File: config.mk
export PLATFORM = sky130hd
export DESIGN_NAME = hrst_seq
export DESIGN_NICKNAME = d
export VERILOG_FILES = /design/src/rtl/hrst_pkg.sv /design/src/rtl/hrst_sync.sv /design/src/rtl/hrst_decode.sv /design/src/rtl/hrst_edge_cnt.sv /design/src/rtl/hrst_seq.sv
export SDC_FILE = /design/constraint.sdc
export NUM_CORES = 1
export LEC_CHECK = 0
export BUFFER_PORTS_ARGS = -buffer_cell sky130_fd_sc_hd__buf_2
export CELL_PAD_IN_SITES_DETAIL_PLACEMENT = 0
export CELL_PAD_IN_SITES_GLOBAL_PLACEMENT = 1
export CORE_MARGIN = 2
export CORE_UTILIZATION = 29
export DETAILED_ROUTE_END_ITERATION = 6
export PLACE_DENSITY = 0.82
export SLEW_MARGIN = 20
export SYNTH_ARGS = -nofsm -noshare
export SYNTH_HDL_FRONTEND = slang
export SYNTH_HIERARCHICAL = 1
export SYNTH_SLANG_ARGS = --single-unit
File: constraint.sdc
create_clock -name clk -period 1.9 [get_ports clk]
set_input_delay 0.095 -clock clk [delete_from_list [all_inputs] [get_ports clk]]
set_output_delay 0.095 -clock clk [all_outputs]
set_load 0.02 [all_outputs]
File: src/rtl/hrst_pkg.sv
package hrst_pkg;
    typedef enum logic [1:0] {
        ST_IDLE  = 2'd0,
        ST_PULSE = 2'd1,
        ST_WARM  = 2'd2,
        ST_COLD  = 2'd3
    } hrst_state_e;

    // control register bit positions
    localparam int CTRL_GO_BIT   = 2;
    localparam int CTRL_HARD_BIT = 1;
endpackage

File: src/rtl/hrst_sync.sv
module hrst_sync #(
    parameter int STAGES = 2
) (
    input  logic clk,
    input  logic rst_n,
    input  logic async_in,
    output logic rise
);
    logic [STAGES:0] chain;

    always_ff @(posedge clk) begin
        if (!rst_n) chain <= '0;
        else        chain <= {chain[STAGES-1:0], async_in};
    end

    // chain[STAGES] holds the previous synchronised value
    assign rise = chain[STAGES-1] & ~chain[STAGES];
endmodule

File: src/rtl/hrst_decode.sv
module hrst_decode #(
    parameter int              ADDR_W    = 16,
    parameter int              DATA_W    = 8,
    parameter logic [ADDR_W-1:0] CTRL_ADDR = 16'h0CF9
) (
    input  logic              enable,
    input  logic              wr,
    input  logic [ADDR_W-1:0] addr,
    input  logic [DATA_W-1:0] data,
    output logic              hard_req,
    output logic              soft_req
);
    import hrst_pkg::*;

    logic hit;
    assign hit      = enable && wr && (addr == CTRL_ADDR) && data[CTRL_GO_BIT];
    assign hard_req = hit &&  data[CTRL_HARD_BIT];
    assign soft_req = hit && !data[CTRL_HARD_BIT];
endmodule

File: src/rtl/hrst_edge_cnt.sv
module hrst_edge_cnt #(
    parameter int EDGES = 4
) (
    input  logic clk,
    input  logic rst_n,
    input  logic clear,
    input  logic tick,
    output logic last
);
    localparam int CNT_W = $clog2(EDGES + 1);

    logic [CNT_W-1:0] cnt;

    assign last = tick && (cnt == CNT_W'(EDGES - 1));

    always_ff @(posedge clk) begin
        if (!rst_n || clear) cnt <= '0;
        else if (tick)       cnt <= cnt + 1'b1;
    end
endmodule

File: src/rtl/hrst_seq.sv
module hrst_seq #(
    parameter int                ADDR_W      = 16,
    parameter int                DATA_W      = 8,
    parameter logic [ADDR_W-1:0] CTRL_ADDR   = 16'h0CF9,
    parameter int                PULSE_EDGES = 4,
    parameter int                SYNC_STAGES = 2
) (
    input  logic              clk,
    input  logic              rst_n,
    input  logic              io_wr,
    input  logic [ADDR_W-1:0] io_addr,
    input  logic [DATA_W-1:0] io_wdata,
    input  logic              rtc_clk,
    input  logic              pwr_good,
    output logic              sus_a_n,
    output logic              sus_b_n,
    output logic              sus_c_n,
    output logic              warm_reset,
    output logic              cold_boot,
    output logic              soft_reset
);
    import hrst_pkg::*;

    hrst_state_e state, state_nx;
    logic        hard_req, soft_req;
    logic        rtc_rise, pulse_done;
    logic        pg_lost, soft_q;
    logic        in_pulse;

    assign in_pulse = (state == ST_PULSE);

    hrst_decode #(
        .ADDR_W(ADDR_W), .DATA_W(DATA_W), .CTRL_ADDR(CTRL_ADDR)
    ) u_dec (
        .enable   (state == ST_IDLE),
        .wr       (io_wr),
        .addr     (io_addr),
        .data     (io_wdata),
        .hard_req (hard_req),
        .soft_req (soft_req)
    );

    hrst_sync #(.STAGES(SYNC_STAGES)) u_sync (
        .clk      (clk),
        .rst_n    (rst_n),
        .async_in (rtc_clk),
        .rise     (rtc_rise)
    );

    hrst_edge_cnt #(.EDGES(PULSE_EDGES)) u_cnt (
        .clk   (clk),
        .rst_n (rst_n),
        .clear (!in_pulse),
        .tick  (rtc_rise && in_pulse),
        .last  (pulse_done)
    );

    // power loss seen at any point of the pulse
    always_ff @(posedge clk) begin
        if (!rst_n || !in_pulse) pg_lost <= 1'b0;
        else if (!pwr_good)      pg_lost <= 1'b1;
    end

    always_comb begin
        state_nx = state;
        unique case (state)
            ST_IDLE:  if (hard_req) state_nx = ST_PULSE;
            ST_PULSE: if (pulse_done)
                          state_nx = (pg_lost || !pwr_good) ? ST_COLD : ST_WARM;
            ST_WARM:  state_nx = ST_IDLE;
            ST_COLD:  state_nx = ST_IDLE;
        endcase
    end

    always_ff @(posedge clk) begin
        if (!rst_n) begin
            state  <= ST_IDLE;
            soft_q <= 1'b0;
        end else begin
            state  <= state_nx;
            soft_q <= soft_req;
        end
    end

    always_comb begin
        sus_a_n    = !in_pulse;
        sus_b_n    = !in_pulse;
        sus_c_n    = !in_pulse;
        warm_reset = (state == ST_WARM);
        cold_boot  = (state == ST_COLD);
        soft_reset = soft_q;
    end
endmodule

; Yosys cells after proc, flatten, opt, wreduce, memory -nomap -nowiden
; Index checks and enable logic that the tools add are counted.
; Widths: inputs -> output; s select.
[classes]
reduce_logical = 16
addsub = 1
muxes = 4
n_eq_ne = 7
bitwise_logic = 2
[ops]
columns = cell, count
row1 = $eq 16x12->1 const B, 1
row2 = $logic_and 1x1->1, 7
row3 = $pmux 2 s3, 1
row4 = $eq 2x2->1 const B, 2
row5 = $logic_not 1->1, 4
row6 = $mux 2, 2
row7 = $ne 2x2->1 const B, 2
row8 = $add 3x1->3 const B, 1
row9 = $eq 3x2->1 const B, 1
row10 = $eq 2x1->1 const B, 1
row11 = $logic_not 2->1, 1
row12 = $logic_or 1x1->1, 2
row13 = $reduce_and 2->1, 1
row14 = $reduce_or 2->1, 1
row15 = $and 1x1->1, 1
row16 = $mux 1, 1
row17 = $not 1->1, 1
[word_totals]
reg_bits = 10
input_bits = 29
wordCells = 35

; Longest topological paths before layout
[depth]
word_depth = 7
depth_mapped = 6

; Hierarchy
; Netlist, hierarchy kept.
[by_module_without_submodules]
columns = module, area_each_um2, cells_per_inst, seq_area_each_um2, n_inst
row1 = hrst_seq, 190.2, 19, 80.1, 1
row2 = hrst_edge_cnt, 147.6, 14, 60.1, 1
row3 = hrst_sync, 92.6, 7, 60.1, 1
row4 = hrst_decode, 75.1, 9, 0.0, 1

; Worst setup path before layout
; Ideal clock, no wire load.
[synth_path]
path_kind = reg2reg
startpoint = register state[1]
endpoint = register state[1]
period_less_slack_ns = 1.303
t_arrival_ns = 1.242
stages_incl_launch_ff = 5
path_buffers = 0
slack_ns = 0.597
path_cell_list = dfxtp_1 nand2b_2 nor2_1 and2_2 and4b_1
[synth_via]
elab_cells_between_ends = 15
classes_between = eq/ne: 5 / mux: 1 / reduce/logical: 9
[synth_lines]
columns = element, line
row1 = from (decl), hrst_seq.sv:24  ; hrst_state_e state, state_nx;
row2 = from (signal assigned), hrst_seq.sv:80  ; state <= state_nx;
row3 = $eq 2x1->1, hrst_seq.sv:30  ; assign in_pulse = (state == ST_PULSE);
row4 = $logic_and 1x1->1, hrst_seq.sv:54  ; .tick (rtc_rise && in_pulse),
row5 = $logic_and 1x1->1, hrst_edge_cnt.sv:14  ; assign last = tick && (cnt == CNT_W'(EDGES - 1));
row6 = net pulse_done, hrst_seq.sv:26  ; logic rtc_rise, pulse_done;
row7 = $ne 2x2->1 (no source line), --
row8 = $reduce_and 2->1 (no source line), --
; The timed path passes the listed nets, and every way through them passes these cells.
; A chain may end at the register's enable or synchronous reset.

; Worst setup path after layout
[layout_path]
startpoint = register state[0]
endpoint = register state[0]
[layout_via]
elab_chain_len = 7
elab_cells_between_ends = 15
classes_between = eq/ne: 5 / mux: 1 / reduce/logical: 9
[layout_lines]
columns = element, line
row1 = $logic_not 2->1, hrst_seq.sv:35  ; .enable (state == ST_IDLE),
row2 = $logic_and 1x1->1 (3 in series), hrst_decode.sv:16  ; assign hit = enable && wr && (addr == CTRL_ADDR) && data[CTRL_GO_BIT];
row3 = $logic_and 1x1->1, hrst_decode.sv:17  ; assign hard_req = hit && data[CTRL_HARD_BIT];
row4 = net hard_req, hrst_seq.sv:25  ; logic hard_req, soft_req;
row5 = $ne 2x2->1 (no source line), --
row6 = $reduce_and 2->1 (no source line), --
; The timed path passes the listed nets, and every way through them passes these cells.

==> qor.yml <==
outcome:
  status: "finished clean"
sta:
  rsz0062_at_grt: "false"
  slew_violations: 0
  finalSetupViolations: 0
  relSlewSlack_pct: 77.26
  fin_crit_ns: 1.457
  worst_pin_slew_ns: 0.3399
  fmax_mhz: 686.2
  fin_setup_tns_ns: 0
  hold_viol: 0
  fin_skew_ns: 0.0002156
  final.period_utilization_pct: 76.69
power:
  power_density_nw_per_um2: 572.6
  p_leak_uw: 0.0003053
  vdd_drop_max_mv: 0.4987
drt:
  drc_errors: 0
  vias: 441
  viasPerCell: 4.642
  dr.pass1.iters: 2
  wirelength_um: 924
  route.antenna.remaining_nets: 0
  drt-initial-drc-count: 5
  post_drt_wl_per_cell_um: 9.726
yosys:
  synthDistinctLibCells: 25
  synth_fp_nets: 80
  synthDominantCellAreaShare_pct: 39.60
  ys_warn_count: 6
  syn_area_um2: 505.5
  synth_area_leader_cell: "dfxtp_1"
  syn_avg_cell_area_um2: 10.32
  ys_ff_latch: 10
  ys_seq_area_share_pct: 39.60
  synthTopCellsByArea: "dfxtp_1 (40%), nand2b_4 (5.4%), and2_1 (5.0%), ha_1 (5.0%), nor2_1 (4.5%)"
  syn_inst: 49
flow_run:
  maxCapViolations: 0
placement:
  placedCellCount: 92
  io_buffers: 28
  place_congestion: 0.6592
floorplan:
  die_x_um: 45.75
  coreArea_um2: 1689
  design.die.area_um2: 2093
  ios: 35
  row_count: 15
  die_y_um: 45.75
  start_util_pct: 29.93
global_routing:
  grt_antenna_before_repair: 0
  grt_overflow: 0
  track_usage_pct: 9.593
  grt_pass1_wl_um: 1373
  grt_max_degree: 9
  grt_pass1_vias: 340
critical_path:
  critical_path_peak_fanout: 7
  r2r-end: "state[0]$_SDFFE_PN0P_"
  endpoint: "state[0]$_SDFFE_PN0P_"
  end_kind: "register"
  reg2reg_depth: 6
  reg2reg_slack_ns: 0.44
  critical_path_required_ns: 2.07
  critPathKind: "register to register"
  startpoint: "state[0]$_SDFFE_PN0P_"
  rr_startpoint: "state[0]$_SDFFE_PN0P_"
  start_kind: "register"
  worstPathArrival_ns: 1.62
clock_tree:
  cts_max_level: 1
  cts_resized: 0
  cts_buffers: 3
  cts.path.max_buffers: 2
  cts_setup_buffers: 0
  ctsRootBufferMaster: "clkbuf_4"
  cts_tree: "yes"
  cts_num_sinks: 10
  cts_hold_buffers: 0
  clk_pin_slew_ns: 0.06
  clkLatencyLatePin_ns: 0.26
finish:
  instances_no_fill: 95
  drive_gt1_share_pct: 50.00
  fillCellCount: 173
  area_growth_pct: 33.42
  antenna_cells: 0
  layout.nets: 111
min_path:
  hold_class: "input pin to register"
[metal layers]
| layer | share of wire (%) | vias to the layer above | global-route usage (%) |
|---|---|---|---|
| met5 | 0 | - | 0 |
| met4 | 0 | 0 | 1.714 |
| met3 | 7.6 | 0 | 7.143 |
| met2 | 47 | 13 | 13.24 |
| met1 | 45 | 199 | 12.11 |
| li1 | - | 229 | - |
[through the flow]
stage	area, µm²	hold WS (ns)	power (µW)	setup WS [ns]	util, %
finish	674.4	0.03266	386.2	0.4428	39.93
global route	674.4	0.01887	414.1	0.2677	39.93
CTS	674.4	0.02842	394.1	0.4269	39.93
detailed placement	651.9	0.2997	253.8	0.4529	38.59
global placement	651.9	0.3010	252.8	0.5191	38.59
floorplan	505.5	0.2167	228.0	0.5974	-
[cell families after synthesis]
group / count (synthesis) / synth area share, %
AO/OA/AOI/OAI: 2 / 3.219
flip-flops: 10 / 39.60
buffers and inverters: 4 / 4.455
multiplexers: 1 / 1.980
adder cells (fa/ha/maj): 2 / 4.950
XOR/XNOR: 1 / 1.733
AND/OR/NAND/NOR: 29 / 44.06
[where the power goes]
group	switching (µW)	internal (µW)	total, µW	leakage (µW)
registers	1.08	212	213	0.0000810
logic	12.3	23.0	35.4	0.000210
clock network	64.7	72.8	138	0.0000138
total	78.1	308	386	0.000305
[worst min path at each step]
stage / from / slack [ns] / to / depth (start not counted)
after floorplan: rst_n / 0.22 / soft_reset$_SDFF_PN0_ / 1
after global placement: rtc_clk / 0.30 / u_sync/chain[0]$_SDFF_PN0_ / 2
after detailed placement: rtc_clk / 0.30 / u_sync/chain[0]$_SDFF_PN0_ / 2
after CTS: rtc_clk / 0.03 / u_sync/chain[0]$_SDFF_PN0_ / 2
after global routing: rtc_clk / 0.02 / u_sync/chain[0]$_SDFF_PN0_ / 2
final: rtc_clk / 0.03 / u_sync/chain[0]$_SDFF_PN0_ / 2
[sequential cells by signal, indices dropped and copies added, names as in the netlist]
signal,cells
u_cnt/cnt,3
pg_lost,1
u_sync/chain,3
state,2
soft_reset,1
[critical path: stages, from the launching register on]
cell      delay [ns]
dfxtp_1         0.37
nor2_1          0.11
nand4b_1        0.13
nor4_2          0.32
and3_1          0.21
nor2_1          0.04
a311oi_1        0.20
[Yosys cell counts (all sizes together)]
cell / n
a211oi: 1
a311oi: 1
and2: 6
and3: 2
and4b: 1
buf: 2
dfxtp: 10
ha: 2
inv: 2
mux2i: 1
nand2b: 3
nand4: 1
nand4b: 1
nand4bb: 1
nor2: 6
nor2b: 3
nor3b: 1
nor4: 2
nor4b: 1
or3b: 1
xnor2: 1
[cell type report]
cell class / count / area [µm²] / share of cell area, %
timing repair buffer: 28 / 140.1 / 20.78
clock buffer: 3 / 22.52 / 3.340
multi-input combinational: 35 / 282.8 / 41.93
tap: 17 / 21.27 / 3.154
sequential: 10 / 200.2 / 29.68
inverter: 2 / 7.507 / 1.113
[layout by cell type (no fill, tap or decap), drive strengths merged]
master and n:
nand2b 3, nor2 6, nand4 1, ha 2
nand4bb 1, or3b 1, nor4b 1, dfxtp 10
nor3b 1, and2 6, inv 2, nor4 2
xnor2 1, mux2i 1, a311oi 1, buf 28
and3 2, nand4b 1, clkbuf 3, nor2b 3
a211oi 1, and4b 1
(Power assumes the default switching activity.)
